**config.mk**
```make
export PLATFORM = sky130hd
export DESIGN_NAME = memmap_decoder
export DESIGN_NICKNAME = d
export VERILOG_FILES = /design/src/rtl/memmap_pkg.sv /design/src/rtl/memmap_region_dec.sv /design/src/rtl/memmap_lane_gen.sv /design/src/rtl/memmap_sysctl.sv /design/src/rtl/memmap_decoder.sv
export SDC_FILE = /design/constraint.sdc
export NUM_CORES = 1
export LEC_CHECK = 0
export ABC_AREA = 1
export BUFFER_PORTS_ARGS = -buffer_cell sky130_fd_sc_hd__buf_2
export CORE_MARGIN = 1.5
export CORE_UTILIZATION = 30
export DETAILED_ROUTE_END_ITERATION = 8
export PLACE_DENSITY = 0.79
export SLEW_MARGIN = 20
export SYNTH_ARGS = -nofsm -noshare
export SYNTH_HDL_FRONTEND = slang
export SYNTH_SLANG_ARGS = --single-unit
export TNS_END_PERCENT = 1
```
**constraint.sdc**
```tcl
create_clock -name clk -period 3.5 [get_ports clk]
set_clock_uncertainty 0.05 [all_clocks]
set_input_delay 1.05 -clock clk [delete_from_list [all_inputs] [get_ports clk]]
set_output_delay 1.05 -clock clk [all_outputs]
set_load 0.005 [all_outputs]
```
**src/rtl/memmap_pkg.sv**
```systemverilog
package memmap_pkg;

  typedef enum logic [1:0] {
    SZ_BYTE = 2'd0,
    SZ_HALF = 2'd1,
    SZ_WORD = 2'd2,
    SZ_RSVD = 2'd3
  } acc_size_e;

  typedef enum logic [1:0] {
    TGT_NONE  = 2'd0,
    TGT_SRAM  = 2'd1,
    TGT_FLASH = 2'd2,
    TGT_REG   = 2'd3
  } target_e;

  // Power-of-two region test: address lies in [base, base+bytes).
  function automatic logic region_hit(logic [31:0] a, logic [31:0] base,
                                      logic [31:0] bytes);
    return (a & ~(bytes - 32'd1)) == base;
  endfunction

  function automatic logic [3:0] lane_mask(acc_size_e s, logic [1:0] a);
    case (s)
      SZ_BYTE: return 4'b0001 << a;
      SZ_HALF: return 4'b0011 << a;
      SZ_WORD: return 4'b1111;
      default: return 4'b0000;
    endcase
  endfunction

  function automatic logic misaligned(acc_size_e s, logic [1:0] a);
    case (s)
      SZ_BYTE: return 1'b0;
      SZ_HALF: return a[0];
      SZ_WORD: return |a;
      default: return 1'b1;
    endcase
  endfunction

endpackage

```
**src/rtl/memmap_region_dec.sv**
```systemverilog
module memmap_region_dec
  import memmap_pkg::*;
#(
  parameter logic [31:0] LOW_BASE    = 32'h0000_0000,
  parameter logic [31:0] LOW_BYTES   = 32'h0001_0000,
  parameter logic [31:0] SRAM_BASE   = 32'h0004_0000,
  parameter logic [31:0] SRAM_BYTES  = 32'h0000_1000,
  parameter logic [31:0] FLASH_BASE  = 32'h0008_0000,
  parameter logic [31:0] FLASH_BYTES = 32'h0001_0000,
  parameter logic [31:0] REG_BASE    = 32'hFFFF_0000,
  parameter logic [31:0] REG_BYTES   = 32'h0000_1000,
  parameter int unsigned OFF_W       = 16
) (
  input  logic [31:0]      addr,
  input  logic             remap,
  output target_e          tgt,
  output logic [OFF_W-1:0] off,
  output logic             low_hit
);

  always_comb begin
    tgt     = TGT_NONE;
    off     = '0;
    low_hit = region_hit(addr, LOW_BASE, LOW_BYTES);
    if (low_hit) begin
      if (remap) begin
        tgt = TGT_SRAM;
        off = OFF_W'(addr & (SRAM_BYTES - 32'd1));
      end else begin
        tgt = TGT_FLASH;
        off = OFF_W'(addr & (FLASH_BYTES - 32'd1));
      end
    end else if (region_hit(addr, SRAM_BASE, SRAM_BYTES)) begin
      tgt = TGT_SRAM;
      off = OFF_W'(addr & (SRAM_BYTES - 32'd1));
    end else if (region_hit(addr, FLASH_BASE, FLASH_BYTES)) begin
      tgt = TGT_FLASH;
      off = OFF_W'(addr & (FLASH_BYTES - 32'd1));
    end else if (region_hit(addr, REG_BASE, REG_BYTES)) begin
      tgt = TGT_REG;
      off = OFF_W'(addr & (REG_BYTES - 32'd1));
    end
  end

endmodule

```
**src/rtl/memmap_lane_gen.sv**
```systemverilog
module memmap_lane_gen
  import memmap_pkg::*;
(
  input  logic [1:0] size,
  input  logic [1:0] addr_lo,
  output logic [3:0] lanes,
  output logic       misalign
);

  acc_size_e sz;
  assign sz       = acc_size_e'(size);
  assign lanes    = lane_mask(sz, addr_lo);
  assign misalign = misaligned(sz, addr_lo);

endmodule

```
**src/rtl/memmap_sysctl.sv**
```systemverilog
module memmap_sysctl #(
  parameter int unsigned    DW    = 32,
  parameter logic [DW-1:0]  WMASK = 32'h0000_0001,
  parameter logic [DW-1:0]  RST   = 32'h0000_0000,
  localparam int unsigned   NL    = DW / 8
) (
  input  logic          clk,
  input  logic          rst_n,
  input  logic          we,
  input  logic          re,
  input  logic [NL-1:0] lanes,
  input  logic [DW-1:0] wdata,
  output logic [DW-1:0] rdata,
  output logic          remap
);

  logic [DW-1:0] ctl_q, ctl_d;

  always_comb begin
    for (int i = 0; i < DW; i++) begin
      ctl_d[i] = (WMASK[i] && lanes[i/8]) ? wdata[i] : ctl_q[i];
    end
  end

  always_ff @(posedge clk or negedge rst_n) begin
    if (!rst_n)  ctl_q <= RST;
    else if (we) ctl_q <= ctl_d;
  end

  assign rdata = re ? ctl_q : '0;
  assign remap = ctl_q[0];

endmodule

```
**src/rtl/memmap_decoder.sv**
```systemverilog
module memmap_decoder
  import memmap_pkg::*;
#(
  parameter logic [31:0] LOW_BASE    = 32'h0000_0000,
  parameter logic [31:0] LOW_BYTES   = 32'h0001_0000,
  parameter logic [31:0] SRAM_BASE   = 32'h0004_0000,
  parameter logic [31:0] SRAM_BYTES  = 32'h0000_1000,
  parameter logic [31:0] FLASH_BASE  = 32'h0008_0000,
  parameter logic [31:0] FLASH_BYTES = 32'h0001_0000,
  parameter logic [31:0] REG_BASE    = 32'hFFFF_0000,
  parameter logic [31:0] REG_BYTES   = 32'h0000_1000,
  parameter logic [31:0] CTL_OFF     = 32'h0000_0220,
  localparam int unsigned BIG_BYTES  = (LOW_BYTES > FLASH_BYTES) ? LOW_BYTES : FLASH_BYTES,
  localparam int unsigned OFF_W      = $clog2(BIG_BYTES)
) (
  input  logic             clk,
  input  logic             rst_n,
  input  logic [31:0]      addr,
  input  logic             rd,
  input  logic             wr,
  input  logic [1:0]       size,
  input  logic [31:0]      wdata,
  output logic             sel_sram,
  output logic             sel_flash,
  output logic             sel_reg,
  output logic [OFF_W-1:0] offset,
  output logic [3:0]       byte_en,
  output logic             abort,
  output logic [31:0]      rdata
);

  // Named internal events, also observed by the bound checker.
  target_e          tgt;
  logic [OFF_W-1:0] raw_off;
  logic             low_hit;
  logic [3:0]       lanes;
  logic             misalign;
  logic             access;
  logic             go;
  logic             ctl_hit;
  logic             sysmap_we;
  logic             sysmap_re;
  logic             remap_q;

  memmap_region_dec #(
    .LOW_BASE(LOW_BASE), .LOW_BYTES(LOW_BYTES),
    .SRAM_BASE(SRAM_BASE), .SRAM_BYTES(SRAM_BYTES),
    .FLASH_BASE(FLASH_BASE), .FLASH_BYTES(FLASH_BYTES),
    .REG_BASE(REG_BASE), .REG_BYTES(REG_BYTES),
    .OFF_W(OFF_W)
  ) u_dec (
    .addr(addr), .remap(remap_q), .tgt(tgt), .off(raw_off), .low_hit(low_hit)
  );

  memmap_lane_gen u_lane (
    .size(size), .addr_lo(addr[1:0]), .lanes(lanes), .misalign(misalign)
  );

  assign access  = rd | wr;
  assign abort   = access & ((tgt == TGT_NONE) | misalign);
  assign go      = access & ~abort;
  assign ctl_hit = (tgt == TGT_REG) && (raw_off[OFF_W-1:2] == CTL_OFF[OFF_W-1:2]);

  assign sysmap_we = go & wr & ctl_hit;
  assign sysmap_re = go & rd & ctl_hit;

  memmap_sysctl #(.DW(32), .WMASK(32'h0000_0001), .RST(32'h0000_0000)) u_ctl (
    .clk(clk), .rst_n(rst_n), .we(sysmap_we), .re(sysmap_re),
    .lanes(lanes), .wdata(wdata), .rdata(rdata), .remap(remap_q)
  );

  assign sel_sram  = go && (tgt == TGT_SRAM);
  assign sel_flash = go && (tgt == TGT_FLASH);
  assign sel_reg   = go && (tgt == TGT_REG);
  assign offset    = go ? raw_off : '0;
  assign byte_en   = go ? lanes : 4'b0000;

endmodule

```
==> qor.txt, run 1 <==
PnR worst setup slack = 57.7 ps
final design utilization = 49.4%
Seq/Total Area, Yosys = 2.95%
Post-Route M1 WL = 933 um
power density cells = 68.3 mW/mm2
startpoint types = input port
vias in the first global route = 831
Avg WL per Cell = 9.24 um
Final #Nets = 308
Final period util = 98.4%
Ys Warns = 0
Layout area overhead = 57.8%
crit path DAT = 2340 ps
Layout fillers = 298
min-delay src = u_ctl.ctl_q[0]
Post-synth EDFFs = 0
WL final = 2470 um
Critical Path Source = addr[29]
DR vias/cell = 4.13
slowest stage delay, CP = 290 ps
CP required = 2400 ps
design area = 0.00134 mm2
Worst R2R Path Depth = 4
Biggest register = u_ctl.ctl_q
CP Max Fanout = 5
dominant synthesized flop cell = dfrtp_1
DR iter-0 viols = 44
reg2reg setup slack = 2750 ps
share of layout cells above drive strength 1 = 44.5%
pre-CTS setup slack = -0.882 ps
Top Registers = u_ctl.ctl_q x1
min Tclk post-route = 3440 ps
CP cell instances = buf_8 -> nor2_4 -> nand2_2 -> nor2_4 -> nand3_2 -> nand3_2 -> nand2_2 -> inv_2 -> nand2_4 -> or2_4 -> nor2_2 -> buf_2
row count = 19
critical path type = input port to output port
worst hold slack = 535 ps
die area = 0.00316 mm2
Yosys reg bits = 1
worst hold stages = 4
total global routing overflow = 0
crit end category = output port
first-pass GRT wire length = 3280 um
maximum VDD drop = 0.0393 mV
IO buf count = 63
uppermost layer routed = met4
router iterations before antenna repair = 4
highest-count cells in the layout ignoring fill and taps = buf_2 (50), nand2_1 (32), conb_1 (31), nor2_1 (25), inv_1 (22)
diodes inserted = 0
P_leak = 0.766 nW
largest net degree at the start of global routing = 14
Setup Viol. Count Final = 0
hold buffers post-CTS = 0
gr usage total = 12.1%
Pins Over Slew Limit = 0
setup TNS = 0 ps
initial antenna violation count = 0
Die Width = 56.2 um
clk_lat worst skew = 0 ps
Residual DRC = 0
WL met2 = 1320 um
antenna viol nets, final = 0
Clock transition at path regs = 0 ps
Syn Inst Count = 167
outcome = finished, final reports clean
initial core utilization = 31.3%
syn_area_per_cell = 5.08 um2
Async SR Flop Fraction = 100%
Core Area = 0.00271 mm2
Post-Syn Area = 848 um2
worst min path class = flip-flop to flip-flop
unrepaired setup endpoints after global routing = yes
Top Ports = 126
routability cong. = 0.840
DR vias = 1,104
Placed Area = 0.00109 mm2
max-cap viol count = 0
FF-to-FF Start = u_ctl.ctl_q[0]
DIE HEIGHT = 56.2 um
critical path's slowest cell = or2_4
post-synthesis cell type count = 21
metal3 WL = 194 um
commonest non-fill, non-tap cell in the layout = buf_2
FMAX = 291 MHz
Final Hold Viols = 0
HPWL Detailed = 1820 um
max FFs per register = 1
## critical path: cells and delay by family
family | cells | cell delay, ps
buffers and inverters | 3 | 290
AND/OR/NAND/NOR | 9 | 1010
## power breakdown
group | switching, mW | internal [mW] | total (mW) | leakage [nW]
clock | 0 | 0 | 0 | 0
sequential | 0.00000000000000232 | 0.0118 | 0.0118 | 0.00875
combinational | 0.0423 | 0.0374 | 0.0796 | 0.757
## layout make-up
cell class,count,area (um2),area share (%)
inverter,23,86.3,6.45
multi-input combinational,140,717,53.6
sequential,1,25.0,1.87
tap,31,38.8,2.90
timing repair buffer,72,472,35.2
## metal layers
metal / vias to the layer above / track usage (%)
met5: - / 0
met4: 0 / 0
met3: 2 / 0.698
met2: 54 / 24.0
met1: 462 / 15.0
li1: 586 / -
## kinds of logic after synthesis
| kind of cell | after synthesis | share of synthesized area, % |
|---|---|---|
| other | 1 | 0.442 |
| AOI/OAI and AO/OA | 7 | 4.43 |
| DFF | 1 | 2.95 |
| and+or+nand+nor | 102 | 53.4 |
| buffers and inverters | 56 | 38.8 |
## cells in the mapped netlist, types with 3 or more instances
| cell | n | area, um2 |
|---|---|---|
| nand4_1 | 3 | 18.8 |
| nor3_1 | 3 | 15.0 |
| nor2_2 | 6 | 37.5 |
| nor2_1 | 35 | 131 |
| nor4_1 | 3 | 18.8 |
| nand3_1 | 6 | 30.0 |
| a21oi_1 | 4 | 20.0 |
| inv_1 | 22 | 82.6 |
| buf_4 | 31 | 233 |
| nand2_1 | 40 | 150 |
## stage by stage
step,total power [mW],cells
after global placement,0.0679,261
after global routing,0.101,267
after floorplan,0.0635,197
final,0.0914,267
after CTS,0.0697,261
after detailed placement,0.0689,261
## path summary, 6_finish.rpt
path,endpoint
worst min-delay path,u_ctl.ctl_q[0]
min in group asynchronous,u_ctl.ctl_q[0]
worst max register to register,u_ctl.ctl_q[0]
worst min register to register,u_ctl.ctl_q[0]
worst max-delay path,offset[13]
max in group asynchronous,u_ctl.ctl_q[0]
## repair_timing
action,4_1_cts,5_1_grt
pin swaps,1,26
gates cloned,0,0
hold endpoints to repair,0,0
gates resized for setup,3,46
setup buffers,0,6
endpoints found under the setup margin,1,16
Power figures use the tool's default switching activity.
==> run 2: changes to the inputs <==
--- a/config.mk
+++ b/config.mk
@@ -11,6 +11,7 @@
 export CORE_UTILIZATION = 30
 export DETAILED_ROUTE_END_ITERATION = 8
 export PLACE_DENSITY = 0.79
+export RECOVER_POWER = 25
 export SLEW_MARGIN = 20
 export SYNTH_ARGS = -nofsm -noshare
 export SYNTH_HDL_FRONTEND = slang
==> qor.txt, run 2 (same netlist as run 1, synthesis figures left out) <==
row count = 19
Layout area overhead = 57.7%
vias in the first global route = 831
HPWL Detailed = 1820 um
power density cells = 68.2 mW/mm2
routability cong. = 0.840
diodes inserted = 0
initial antenna violation count = 0
setup TNS = 0 ps
Final period util = 98.4%
Residual DRC = 0
Top Ports = 126
FMAX = 291 MHz
antenna viol nets, final = 0
Final Non-Filler Cells = 267
crit path DAT = 2340 ps
Sw Pwr = 0.0423 mW
Final #Nets = 308
Final Hold Viols = 0
clk_lat worst skew = 0 ps
highest-count cells in the layout ignoring fill and taps = buf_2 (49), nand2_1 (32), conb_1 (31), nor2_1 (25), inv_1 (22)
critical path's slowest cell = or2_4
switch share = 46.3%
router iterations before antenna repair = 4
worst min path class = flip-flop to flip-flop
unrepaired setup endpoints after global routing = yes
max-cap viol count = 0
Setup Viol. Count Final = 0
first-pass GRT wire length = 3280 um
DR vias = 1,104
min Tclk post-route = 3440 ps
CP cell instances = buf_8 -> nor2_4 -> nand2_2 -> nor2_4 -> nand3_2 -> nand3_2 -> nand2_2 -> inv_2 -> nand2_4 -> or2_4 -> nor2_2 -> buf_2
max FFs per register = 1
Avg WL per Cell = 9.24 um
gr usage total = 12.1%
initial core utilization = 31.3%
maximum VDD drop = 0.0393 mV
Cells after DPL = 261
Core Area = 0.00271 mm2
DIE HEIGHT = 56.2 um
startpoint types = input port
WL final = 2470 um
die area = 0.00316 mm2
Pwr Total = 0.0913 mW
DR vias/cell = 4.13
cell-internal power = 0.0490 mW
Top Registers = u_ctl.ctl_q x1
Comb pwr share = 87.1%
critical path type = input port to output port
share of layout cells above drive strength 1 = 44.1%
slowest stage delay, CP = 290 ps
largest net degree at the start of global routing = 14
clock power share = 0%
IO buf count = 63
P_leak = 0.764 nW
CP Max Fanout = 5
commonest non-fill, non-tap cell in the layout = buf_2
Pins Over Slew Limit = 0
worst hold slack = 535 ps
Die Width = 56.2 um
Clock transition at path regs = 0 ps
DR iter-0 viols = 34
CP required = 2400 ps
Biggest register = u_ctl.ctl_q
crit end category = output port
total global routing overflow = 0
sequential share of power = 12.9%
outcome = finished, final reports clean
## run 2: cell types whose count changed in the layout (fill, tap and decap cells not counted)
| cell | change |
|---|---|
| clkbuf_1 | +1 |
| buf_2 | -1 |
## run 2: power groups by stage
| stage | Clock [mW] | Combinational [mW] | Sequential [mW] |
|---|---|---|---|
| 3_5_place_dp | 0 | 0.0571 | 0.0118 |
| 3_3_place_gp | 0 | 0.0562 | 0.0118 |
| 4_1_cts | 0 | 0.0579 | 0.0118 |
| 6_report | 0 | 0.0795 | 0.0118 |
| 5_1_grt | 0 | 0.0895 | 0.0118 |
| 2_1_floorplan | 0 | 0.0517 | 0.0118 |
## run 2: worst paths after layout
| path | startpoint | endpoint | slack (ps) | depth (start not counted) |
|---|---|---|---|---|
| max | addr[29] | offset[13] | 60 | 12 |
| min reg2reg | u_ctl.ctl_q[0] | u_ctl.ctl_q[0] | 530 | 4 |
| max reg2reg | u_ctl.ctl_q[0] | u_ctl.ctl_q[0] | 2750 | 4 |
| min in group asynchronous | rst_n | u_ctl.ctl_q[0] | 780 | 1 |
| min | u_ctl.ctl_q[0] | u_ctl.ctl_q[0] | 530 | 4 |
| max in group asynchronous | rst_n | u_ctl.ctl_q[0] | 2530 | 1 |
## run 2: cell type report
class                   count  area (um2)
flip-flops and latches      1        25.0
multi-input cells         140         717
repair buffers             72         470
fillers                   298        1370
inverters                  23        86.3
well taps                  31        38.8
## run 2: metal layers
metal / up-vias / GRT usage [%] / wire, um
met5: - / 0 / 0
met4: 0 / 0 / 22
met3: 2 / 0.698 / 194
met2: 54 / 24.0 / 1320
met1: 462 / 15.0 / 933
li1: 586 / - / -
## run 2: repair_timing
action | 4_1_cts | 5_1_grt
pin swaps | 1 | 26
hold buffers | 0 | 0
gates resized for setup | 3 | 46
endpoints found under the setup margin | 1 | 16
buffers inserted | 0 | 6
## run 2: through the flow
step / instance area [um2] / setup WS, ps / utilization [%]
3_5_place_dp: 1090 / -0.882 / 40.4
4_1_cts: 1110 / 7.91 / 41.0
2_1_floorplan: 961 / 316 / -
6_report: 1340 / 57.7 / 49.4
3_3_place_gp: 1090 / 17.6 / 40.4
5_1_grt: 1340 / -90.5 / 49.4
## run 2: critical path: cells and delay by family
kind	cells	cell delay (ps)
simple gates	9	1010
buf+inv	3	290
